<file path="src/rtl/pgring_pkg.sv">
package pgring_pkg;

    localparam int OFF_BITS = 8;
    localparam int HDR_BYTES = 4;

    typedef enum logic [1:0] {
        WS_IDLE,
        WS_DATA,
        WS_HDR,
        WS_DROP
    } wr_state_e;

    typedef enum logic [1:0] {
        CFG_TX_BASE  = 2'd0,
        CFG_SPLIT    = 2'd1,
        CFG_RX_TOP   = 2'd2,
        CFG_RESERVED = 2'd3
    } cfg_sel_e;

endpackage

</file>
<file path="src/rtl/pgring_step.sv">
module pgring_step #(
    parameter int PAGE_BITS = 8
) (
    input  logic [PAGE_BITS-1:0] page,
    input  logic [PAGE_BITS-1:0] first,
    input  logic [PAGE_BITS-1:0] last,
    output logic [PAGE_BITS-1:0] nxt
);
    // page following 'page' inside the ring [first..last]
    assign nxt = (page == last) ? first : page + 1'b1;
endmodule

</file>
<file path="src/rtl/pgring_ring.sv">
module pgring_ring #(
    parameter int PAGE_BITS = 8,
    parameter int RST_PAGE  = 0
) (
    input  logic                 clk,
    input  logic                 rst_n,
    input  logic                 load,
    input  logic [PAGE_BITS-1:0] load_page,
    input  logic                 commit,
    input  logic [PAGE_BITS-1:0] commit_page,
    input  logic                 rd_we,
    input  logic [PAGE_BITS-1:0] rd_in,
    output logic [PAGE_BITS-1:0] wr_page,
    output logic [PAGE_BITS-1:0] rd_page,
    output logic                 empty
);
    logic [PAGE_BITS-1:0] wr_q, rd_q;

    always_ff @(posedge clk) begin
        if (!rst_n) begin
            wr_q <= PAGE_BITS'(RST_PAGE);
            rd_q <= PAGE_BITS'(RST_PAGE);
        end else if (load) begin
            wr_q <= load_page;
            rd_q <= load_page;
        end else begin
            if (commit) wr_q <= commit_page;
            if (rd_we)  rd_q <= rd_in;
        end
    end

    assign wr_page = wr_q;
    assign rd_page = rd_q;
    assign empty   = (wr_q == rd_q);

    // a commit moves the write page to the announced next free page
    a_r6_commit_adv: assert property (@(posedge clk) disable iff (!rst_n)
        (commit && !load) |=> (wr_q == $past(commit_page)));
endmodule

</file>
<file path="src/rtl/pgring_writer.sv">
module pgring_writer
    import pgring_pkg::*;
#(
    parameter int PAGE_BITS = 8
) (
    input  logic                      clk,
    input  logic                      rst_n,
    input  logic                      start_hold,
    input  logic [1:0]                s_valid,
    input  logic [1:0]                s_last,
    input  logic [1:0][7:0]           s_data,
    output logic [1:0]                s_ready,
    input  logic [1:0][PAGE_BITS-1:0] ring_first,
    input  logic [1:0][PAGE_BITS-1:0] ring_last,
    input  logic [1:0][PAGE_BITS-1:0] wr_page,
    input  logic [1:0][PAGE_BITS-1:0] rd_page,
    output logic [1:0]                commit,
    output logic [PAGE_BITS-1:0]      commit_page,
    output logic [1:0]                ovf,
    output logic                      idle,
    output logic                      mem_we,
    output logic [PAGE_BITS+OFF_BITS-1:0] mem_addr,
    output logic [7:0]                mem_wdata
);
    wr_state_e st_q, st_d;

    logic                 sel_q;
    logic [PAGE_BITS-1:0] first_q, cp_q;
    logic [OFF_BITS-1:0]  off_q;
    logic                 full_q;
    logic [15:0]          len_q;
    logic [1:0]           dcnt_q;
    logic [1:0]           ovf_q;

    logic                 pick, any_start, start_full, take, grow_fail;
    logic [PAGE_BITS-1:0] st_nx, nx1, nx2;

    assign pick      = s_valid[0] ? 1'b0 : 1'b1;
    assign any_start = |s_valid;

    pgring_step #(.PAGE_BITS(PAGE_BITS)) u_start (
        .page(wr_page[pick]), .first(ring_first[pick]), .last(ring_last[pick]), .nxt(st_nx));
    pgring_step #(.PAGE_BITS(PAGE_BITS)) u_nx1 (
        .page(cp_q), .first(ring_first[sel_q]), .last(ring_last[sel_q]), .nxt(nx1));
    pgring_step #(.PAGE_BITS(PAGE_BITS)) u_nx2 (
        .page(nx1), .first(ring_first[sel_q]), .last(ring_last[sel_q]), .nxt(nx2));

    assign start_full = (st_nx == rd_page[pick]);
    assign take       = s_valid[sel_q] && (st_q == WS_DATA || st_q == WS_DROP);
    assign grow_fail  = full_q && (nx2 == rd_page[sel_q]);

    // state register
    always_ff @(posedge clk) begin
        if (!rst_n) st_q <= WS_IDLE;
        else        st_q <= st_d;
    end

    // next state
    always_comb begin
        st_d = st_q;
        unique case (st_q)
            WS_IDLE: if (!start_hold && any_start)
                         st_d = start_full ? WS_DROP : WS_DATA;
            WS_DATA: if (take) begin
                         if (grow_fail)           st_d = s_last[sel_q] ? WS_IDLE : WS_DROP;
                         else if (s_last[sel_q])  st_d = WS_HDR;
                     end
            WS_HDR:  if (dcnt_q == 2'd3) st_d = WS_IDLE;
            WS_DROP: if (take && s_last[sel_q]) st_d = WS_IDLE;
            default: st_d = WS_IDLE;
        endcase
    end

    // outputs
    always_comb begin
        s_ready     = '0;
        mem_we      = 1'b0;
        mem_addr    = '0;
        mem_wdata   = '0;
        commit      = '0;
        commit_page = nx1;
        unique case (st_q)
            WS_IDLE: ;
            WS_DATA: begin
                s_ready[sel_q] = 1'b1;
                if (s_valid[sel_q] && !grow_fail) begin
                    mem_we    = 1'b1;
                    mem_addr  = full_q ? {nx1, {OFF_BITS{1'b0}}} : {cp_q, off_q};
                    mem_wdata = s_data[sel_q];
                end
            end
            WS_HDR: begin
                mem_we   = 1'b1;
                mem_addr = {first_q, {(OFF_BITS-2){1'b0}}, dcnt_q};
                unique case (dcnt_q)
                    2'd0:    mem_wdata = len_q[7:0];
                    2'd1:    mem_wdata = len_q[15:8];
                    2'd2:    mem_wdata = 8'(nx1);
                    default: mem_wdata = {sel_q, 6'b0, 1'b1};
                endcase
                if (dcnt_q == 2'd3) commit[sel_q] = 1'b1;
            end
            WS_DROP: s_ready[sel_q] = 1'b1;
            default: ;
        endcase
    end

    // packet datapath
    always_ff @(posedge clk) begin
        if (!rst_n) begin
            sel_q   <= 1'b0;
            first_q <= '0;
            cp_q    <= '0;
            off_q   <= '0;
            full_q  <= 1'b0;
            len_q   <= '0;
            dcnt_q  <= '0;
            ovf_q   <= '0;
        end else begin
            ovf_q <= '0;
            if (st_q == WS_IDLE && !start_hold && any_start) begin
                sel_q   <= pick;
                first_q <= wr_page[pick];
                cp_q    <= wr_page[pick];
                off_q   <= OFF_BITS'(HDR_BYTES);
                full_q  <= 1'b0;
                len_q   <= '0;
                dcnt_q  <= '0;
            end
            if (st_q == WS_DATA && take) begin
                if (grow_fail) begin
                    if (s_last[sel_q]) ovf_q[sel_q] <= 1'b1;
                end else begin
                    if (full_q) begin
                        cp_q   <= nx1;
                        off_q  <= OFF_BITS'(1);
                        full_q <= 1'b0;
                    end else begin
                        off_q  <= off_q + 1'b1;
                        full_q <= (off_q == {OFF_BITS{1'b1}});
                    end
                    len_q <= len_q + 16'd1;
                end
            end
            if (st_q == WS_DROP && take && s_last[sel_q]) ovf_q[sel_q] <= 1'b1;
            if (st_q == WS_HDR) dcnt_q <= dcnt_q + 2'd1;
        end
    end

    assign ovf  = ovf_q;
    assign idle = (st_q == WS_IDLE);

    // never two rings ready at once
    a_r11_one_ready: assert property (@(posedge clk) disable iff (!rst_n)
        $onehot0(s_ready));
    // header writes are back to back
    a_r3_hdr_run: assert property (@(posedge clk) disable iff (!rst_n)
        (st_q == WS_HDR && dcnt_q != 2'd3) |=> (st_q == WS_HDR && mem_we));
    // payload never lands on the header bytes
    a_r2_payload_off: assert property (@(posedge clk) disable iff (!rst_n)
        (st_q == WS_DATA && mem_we && mem_addr[PAGE_BITS+OFF_BITS-1:OFF_BITS] == first_q)
        |-> (mem_addr[OFF_BITS-1:0] >= OFF_BITS'(HDR_BYTES)));
    // overflow is a single-cycle pulse
    a_r7_ovf_single: assert property (@(posedge clk) disable iff (!rst_n)
        (ovf_q != 2'b00) |=> (ovf_q == 2'b00));
endmodule

</file>
<file path="src/rtl/pgring_top.sv">
module pgring_top
    import pgring_pkg::*;
#(
    parameter int PAGE_BITS   = 8,
    parameter int TX_BASE_RST = 8'h00,
    parameter int SPLIT_RST   = 8'h40,
    parameter int RX_TOP_RST  = 8'hFF
) (
    input  logic                          clk,
    input  logic                          rst_n,
    input  logic                          cfg_we,
    input  logic [1:0]                    cfg_sel,
    input  logic [PAGE_BITS-1:0]          cfg_wdata,
    input  logic                          tx_valid,
    input  logic [7:0]                    tx_data,
    input  logic                          tx_last,
    output logic                          tx_ready,
    input  logic                          rx_valid,
    input  logic [7:0]                    rx_data,
    input  logic                          rx_last,
    output logic                          rx_ready,
    input  logic                          tx_rd_we,
    input  logic [PAGE_BITS-1:0]          tx_rd_page,
    input  logic                          rx_rd_we,
    input  logic [PAGE_BITS-1:0]          rx_rd_page,
    output logic                          tx_empty,
    output logic                          rx_empty,
    output logic                          tx_ovf,
    output logic                          rx_ovf,
    output logic                          mem_we,
    output logic [PAGE_BITS+OFF_BITS-1:0] mem_addr,
    output logic [7:0]                    mem_wdata
);
    localparam int NRING = 2;

    logic [PAGE_BITS-1:0] base_q, split_q, top_q;
    logic                 idle, cfg_accept;

    logic [NRING-1:0]                s_valid, s_last, s_ready, commit, ovf, empty, rd_we, load;
    logic [NRING-1:0][7:0]           s_data;
    logic [NRING-1:0][PAGE_BITS-1:0] ring_first, ring_last, wr_page, rd_page, rd_in, load_page;
    logic [PAGE_BITS-1:0]            commit_page;

    assign s_valid = {rx_valid, tx_valid};
    assign s_last  = {rx_last,  tx_last};
    assign s_data  = {rx_data,  tx_data};
    assign rd_we   = {rx_rd_we, tx_rd_we};
    assign rd_in   = {rx_rd_page, tx_rd_page};

    assign cfg_accept = cfg_we && empty[0] && empty[1] && idle;

    always_ff @(posedge clk) begin
        if (!rst_n) begin
            base_q  <= PAGE_BITS'(TX_BASE_RST);
            split_q <= PAGE_BITS'(SPLIT_RST);
            top_q   <= PAGE_BITS'(RX_TOP_RST);
        end else if (cfg_accept) begin
            unique case (cfg_sel)
                CFG_TX_BASE: base_q  <= cfg_wdata;
                CFG_SPLIT:   split_q <= cfg_wdata;
                CFG_RX_TOP:  top_q   <= cfg_wdata;
                default: ;
            endcase
        end
    end

    assign ring_first[0] = base_q;
    assign ring_last[0]  = split_q - 1'b1;
    assign ring_first[1] = split_q;
    assign ring_last[1]  = top_q;

    assign load_page[0] = (cfg_sel == CFG_TX_BASE) ? cfg_wdata : base_q;
    assign load_page[1] = (cfg_sel == CFG_SPLIT)   ? cfg_wdata : split_q;
    assign load         = {NRING{cfg_accept}};

    for (genvar g = 0; g < NRING; g++) begin : g_ring
        pgring_ring #(
            .PAGE_BITS(PAGE_BITS),
            .RST_PAGE (g == 0 ? TX_BASE_RST : SPLIT_RST)
        ) u_ring (
            .clk        (clk),
            .rst_n      (rst_n),
            .load       (load[g]),
            .load_page  (load_page[g]),
            .commit     (commit[g]),
            .commit_page(commit_page),
            .rd_we      (rd_we[g]),
            .rd_in      (rd_in[g]),
            .wr_page    (wr_page[g]),
            .rd_page    (rd_page[g]),
            .empty      (empty[g])
        );
    end

    pgring_writer #(.PAGE_BITS(PAGE_BITS)) u_writer (
        .clk        (clk),
        .rst_n      (rst_n),
        .start_hold (cfg_accept),
        .s_valid    (s_valid),
        .s_last     (s_last),
        .s_data     (s_data),
        .s_ready    (s_ready),
        .ring_first (ring_first),
        .ring_last  (ring_last),
        .wr_page    (wr_page),
        .rd_page    (rd_page),
        .commit     (commit),
        .commit_page(commit_page),
        .ovf        (ovf),
        .idle       (idle),
        .mem_we     (mem_we),
        .mem_addr   (mem_addr),
        .mem_wdata  (mem_wdata)
    );

    assign tx_ready = s_ready[0];
    assign rx_ready = s_ready[1];
    assign tx_empty = empty[0];
    assign rx_empty = empty[1];
    assign tx_ovf   = ovf[0];
    assign rx_ovf   = ovf[1];

    // an accepted layout write leaves both rings empty
    a_r9_cfg_resets: assert property (@(posedge clk) disable iff (!rst_n)
        cfg_accept |=> (tx_empty && rx_empty));
endmodule

</file>
<file path="config.mk">
export PLATFORM = sky130hd
export DESIGN_NAME = pgring_top
export DESIGN_NICKNAME = d
export VERILOG_FILES = /design/src/rtl/pgring_pkg.sv /design/src/rtl/pgring_step.sv /design/src/rtl/pgring_ring.sv /design/src/rtl/pgring_writer.sv /design/src/rtl/pgring_top.sv
export SDC_FILE = /design/constraint.sdc
export NUM_CORES = 1
export LEC_CHECK = 0
export BUFFER_PORTS_ARGS = -buffer_cell sky130_fd_sc_hd__buf_4
export CORE_UTILIZATION = 55
export CTS_CLUSTER_SIZE = 20
export DETAILED_ROUTE_END_ITERATION = 10
export PLACE_DENSITY = 0.78
export SLEW_MARGIN = 30
export SYNTH_ARGS = -nofsm -noshare
export SYNTH_HDL_FRONTEND = slang
export SYNTH_SLANG_ARGS = --single-unit
</file>
<file path="constraint.sdc">
create_clock -name clk -period 5.7 [get_ports clk]
set_clock_uncertainty 0.1 [all_clocks]
set_input_delay 0.57 -clock clk [delete_from_list [all_inputs] [get_ports clk]]
set_output_delay 0.57 -clock clk [all_outputs]
set_load 0.02 [all_outputs]
</file>
==> impl_metrics.env <==
export IMPL_status="completed"
export IMPL_yosys_area_top_type="dfxtp_1"
export IMPL_ys_ff_latch=104
export IMPL_yosysWarnings=0
export IMPL_drtPass1Iterations=6
export IMPL_hold_path_depth=3
export IMPL_final_common_cell="buf_4"
export IMPL_final_nets=1185
export IMPL_path_cells="buf_6 > or4_4 > or3_4 > a211oi_4 > buf_4 > o2111a_1 > a21oi_1 > o21ai_0 > or4b_4 > or3_4 > mux2i_4 > xnor2_2 > buf_12 > o21ai_0 > a21boi_1 > buf_4"
export IMPL_setup_ws_ps=148
export IMPL_place_ws_ps=114
export IMPL_clk_insertion_delay_late_ps=360
export IMPL_die_area_um2=15400
export IMPL_start_util_pct=56.6
export IMPL_cp_depth=16
export IMPL_synth_edf_count=0
export IMPL_slowest_stage="or4_4"
export IMPL_period_share_pct=97.4
export IMPL_reg2reg_to="u_writer.cp_q[2]$_SDFF_PN0_"
export IMPL_r2r_cells=20
export IMPL_vias=8563
export IMPL_hold_viol=0
export IMPL_antenna_found_initial=0
export IMPL_grt_max_degree=66
export IMPL_numCtsBuffers=9
export IMPL_end_kind="primary output"
export IMPL_grt_pass1_vias=7647
export IMPL_drc=0
export IMPL_area_growth_pct=18.1
export IMPL_startpoint="split_q[1]$_SDFFE_PN0P_"
export IMPL_setup_tns_final_ps=0
export IMPL_io_buffers=81
export IMPL_ant_nets=0
export IMPL_vias_per_cell=6.54
export IMPL_n_antenna_cell=0
export IMPL_core_area_um2=14500
export IMPL_crit_path_end="mem_addr[14]"
export IMPL_cts_tree="yes"
export IMPL_ys_types=75
export IMPL_avgRoutedWirePerCell_um=20.7
export IMPL_avgSynthCellArea_um2=7.86
export IMPL_synth_fp_nets=1111
export IMPL_cts_max_path_buffers=2
export IMPL_place_congestion=0.970
export IMPL_htreeDepth=3
export IMPL_ios=82
export IMPL_synth_cells=1046
export IMPL_grt_pass1_wl_um=42300
export IMPL_synthTopCellsByArea="dfxtp_1 (25%), mux2i_1 (12%), xnor2_1 (6.2%)"
export IMPL_cts_hold_fix_buffers=0
export IMPL_hold_path_class="input pin to register"
export IMPL_slew_viol_final=0
export IMPL_tightest_slew_ps=908
export IMPL_cp_start_kind="register"
export IMPL_regToRegSetupSlack_ps=690
export IMPL_r2r_start="split_q[1]$_SDFFE_PN0P_"
export IMPL_synth_top_area_share_pct=25.3
export IMPL_grt_overflow_total=0
export IMPL_synth_async_reset_ratio_pct=0
export IMPL_hpwlAfterDp_um=19400
export IMPL_max_cap_violations=0
export IMPL_fin_crit_ps=5550
export IMPL_first_iter_violations=1013
export IMPL_root_buffer="clkbuf_16"
export IMPL_die_x_um=124
export IMPL_path_class="register to primary output"
export IMPL_rsz0062_at_grt="yes"
export IMPL_design_area_um2=9700
export IMPL_synth_top_flop_cell="dfxtp_1"
export IMPL_max_slew_margin_pct=39.4
export IMPL_track_usage_pct=34.3
export IMPL_utilization_pct=66.8
export IMPL_ys_seq_area_share_pct=25.3
export IMPL_critPathMaxStageDelay_ps=580
export IMPL_cp_required_ps=5030
export IMPL_p_leak_nw=3.90
export IMPL_max_freq_ghz=0.180
export IMPL_critical_path_buf_inv_count=4
export IMPL_path_clk_slew_ps=70
export IMPL_arrival_ps=4880
export IMPL_peakVddDrop_uv=223
export IMPL_die_h_um=124
export IMPL_post_dp_cell_area_um2=9070
export IMPL_layout_drive_gt1_share_pct=20.9
export IMPL_std_cell_rows=44
export IMPL_final_cell_mix="buf_4 (134), nand2_1 (111), mux2i_1 (101), dfxtp_1 (101), o21ai_0 (77)"
export IMPL_routed_wl_um=27200
export IMPL_crit_family="simple AND/OR/NAND/NOR gates"
export IMPL_power_density_nw_per_um2=319
export IMPL_netlist_area_um2=8220
export IMPL_worstPathMaxFanout=29
export IMPL_numClockSinks=104
export IMPL_nFillCells=1250
export IMPL_setup_violations=0
## cell type report
class,instances,area (µm²),share of cell area (%)
Multi-Input combinational cell,831,5880,60.6
Tap cell,184,230,2.37
Timing Repair Buffer,140,1080,11.2
Inverter,34,130,1.34
Sequential cell,104,2090,21.5
Clock inverter,5,53.8,0.554
Clock buffer,11,243,2.50
## cell families (layout without fill, tap and decap cells)
family / Yosys count / after routing / synth area share [%]
buffers and inverters: 111 / 190 / 5.45
DFF: 104 / 104 / 25.3
xor gates and xnor gates: 84 / 84 / 9.21
and+or+nand+nor: 336 / 336 / 20.6
muxes: 125 / 125 / 15.7
adders and majority gates: 14 / 14 / 2.13
AOI/OAI and AO/OA: 272 / 272 / 21.5
## per-layer routing
| metal | global-route usage [%] | share of wire, % | vias up |
|---|---|---|---|
| met2 | 51.1 | 43 | 551 |
| met4 | 15.8 | 4.5 | 0 |
| met5 | 0 | 0 | - |
| met1 | 47.9 | 42 | 3942 |
| met3 | 6.12 | 11 | 97 |
| li1 | - | - | 3973 |
## tightest hold or removal path, stage by stage
cell and delay (ps):
buf_4 110, mux2i_1 70, nand2_1 50
## cells in the mapped netlist (17+ instances only)
library cell  instances
a21oi_1              69
and3_1               28
clkbuf_1             56
dfxtp_1             104
inv_1                33
mux2_2               22
mux2i_1             102
nand2_1             113
nand3_1              31
nor2_1               51
nor3_1               20
nor4_1               17
o211ai_1             20
o21ai_0              86
xnor2_1              58
xor2_1               24
## metrics by stage
step	hold slack (ps)	power [mW]	std cells
after floorplan	348	1.85	1046
after global placement	368	2.30	1276
after detailed placement	368	2.30	1276
after CTS	374	2.96	1298
after global routing	389	3.24	1309
final	374	3.09	1309
## where the power goes
group	leakage (nW)	switching, mW	internal [mW]	total [mW]
combinational	2.91	0.942	0.604	1.55
sequential	0.847	0.103	0.808	0.911
clock	0.150	0.285	0.352	0.637
total	3.90	1.33	1.76	3.09
## state kept, by name, indices dropped and copies added (netlist names)
register               count
u_writer.dcnt_q            2
top_q                      8
u_writer.cp_q              8
u_writer.first_q           8
g_ring.u_ring.wr_page     16
split_q                    8
u_writer.sel_q             1
u_writer.off_q             8
u_writer.full_q            1
u_writer.st_q              2
u_writer.len_q            16
g_ring.u_ring.rd_page     16
base_q                     8
u_writer.ovf               2
## worst min path at each step
stage / end / start / slack (ps)
floorplan: top_q[0]$_SDFFE_PN1P_ / top_q[0]$_SDFFE_PN1P_ / 350
global placement: split_q[4]$_SDFFE_PN0P_ / split_q[4]$_SDFFE_PN0P_ / 370
detailed placement: split_q[4]$_SDFFE_PN0P_ / split_q[4]$_SDFFE_PN0P_ / 370
CTS: top_q[0]$_SDFFE_PN1P_ / cfg_wdata[0] / 370
global route: top_q[7]$_SDFFE_PN1P_ / cfg_wdata[7] / 390
finish: top_q[0]$_SDFFE_PN1P_ / cfg_wdata[0] / 370
## timing repair
action | 4_1_cts | 5_1_grt
setup buffers | 5 | 13
pin swaps | 3 | 17
setup endpoints to repair | 17 | 17
resized for setup | 15 | 43
gates cloned | 1 | 0
Note: power is estimated with default switching activity, not from simulation.
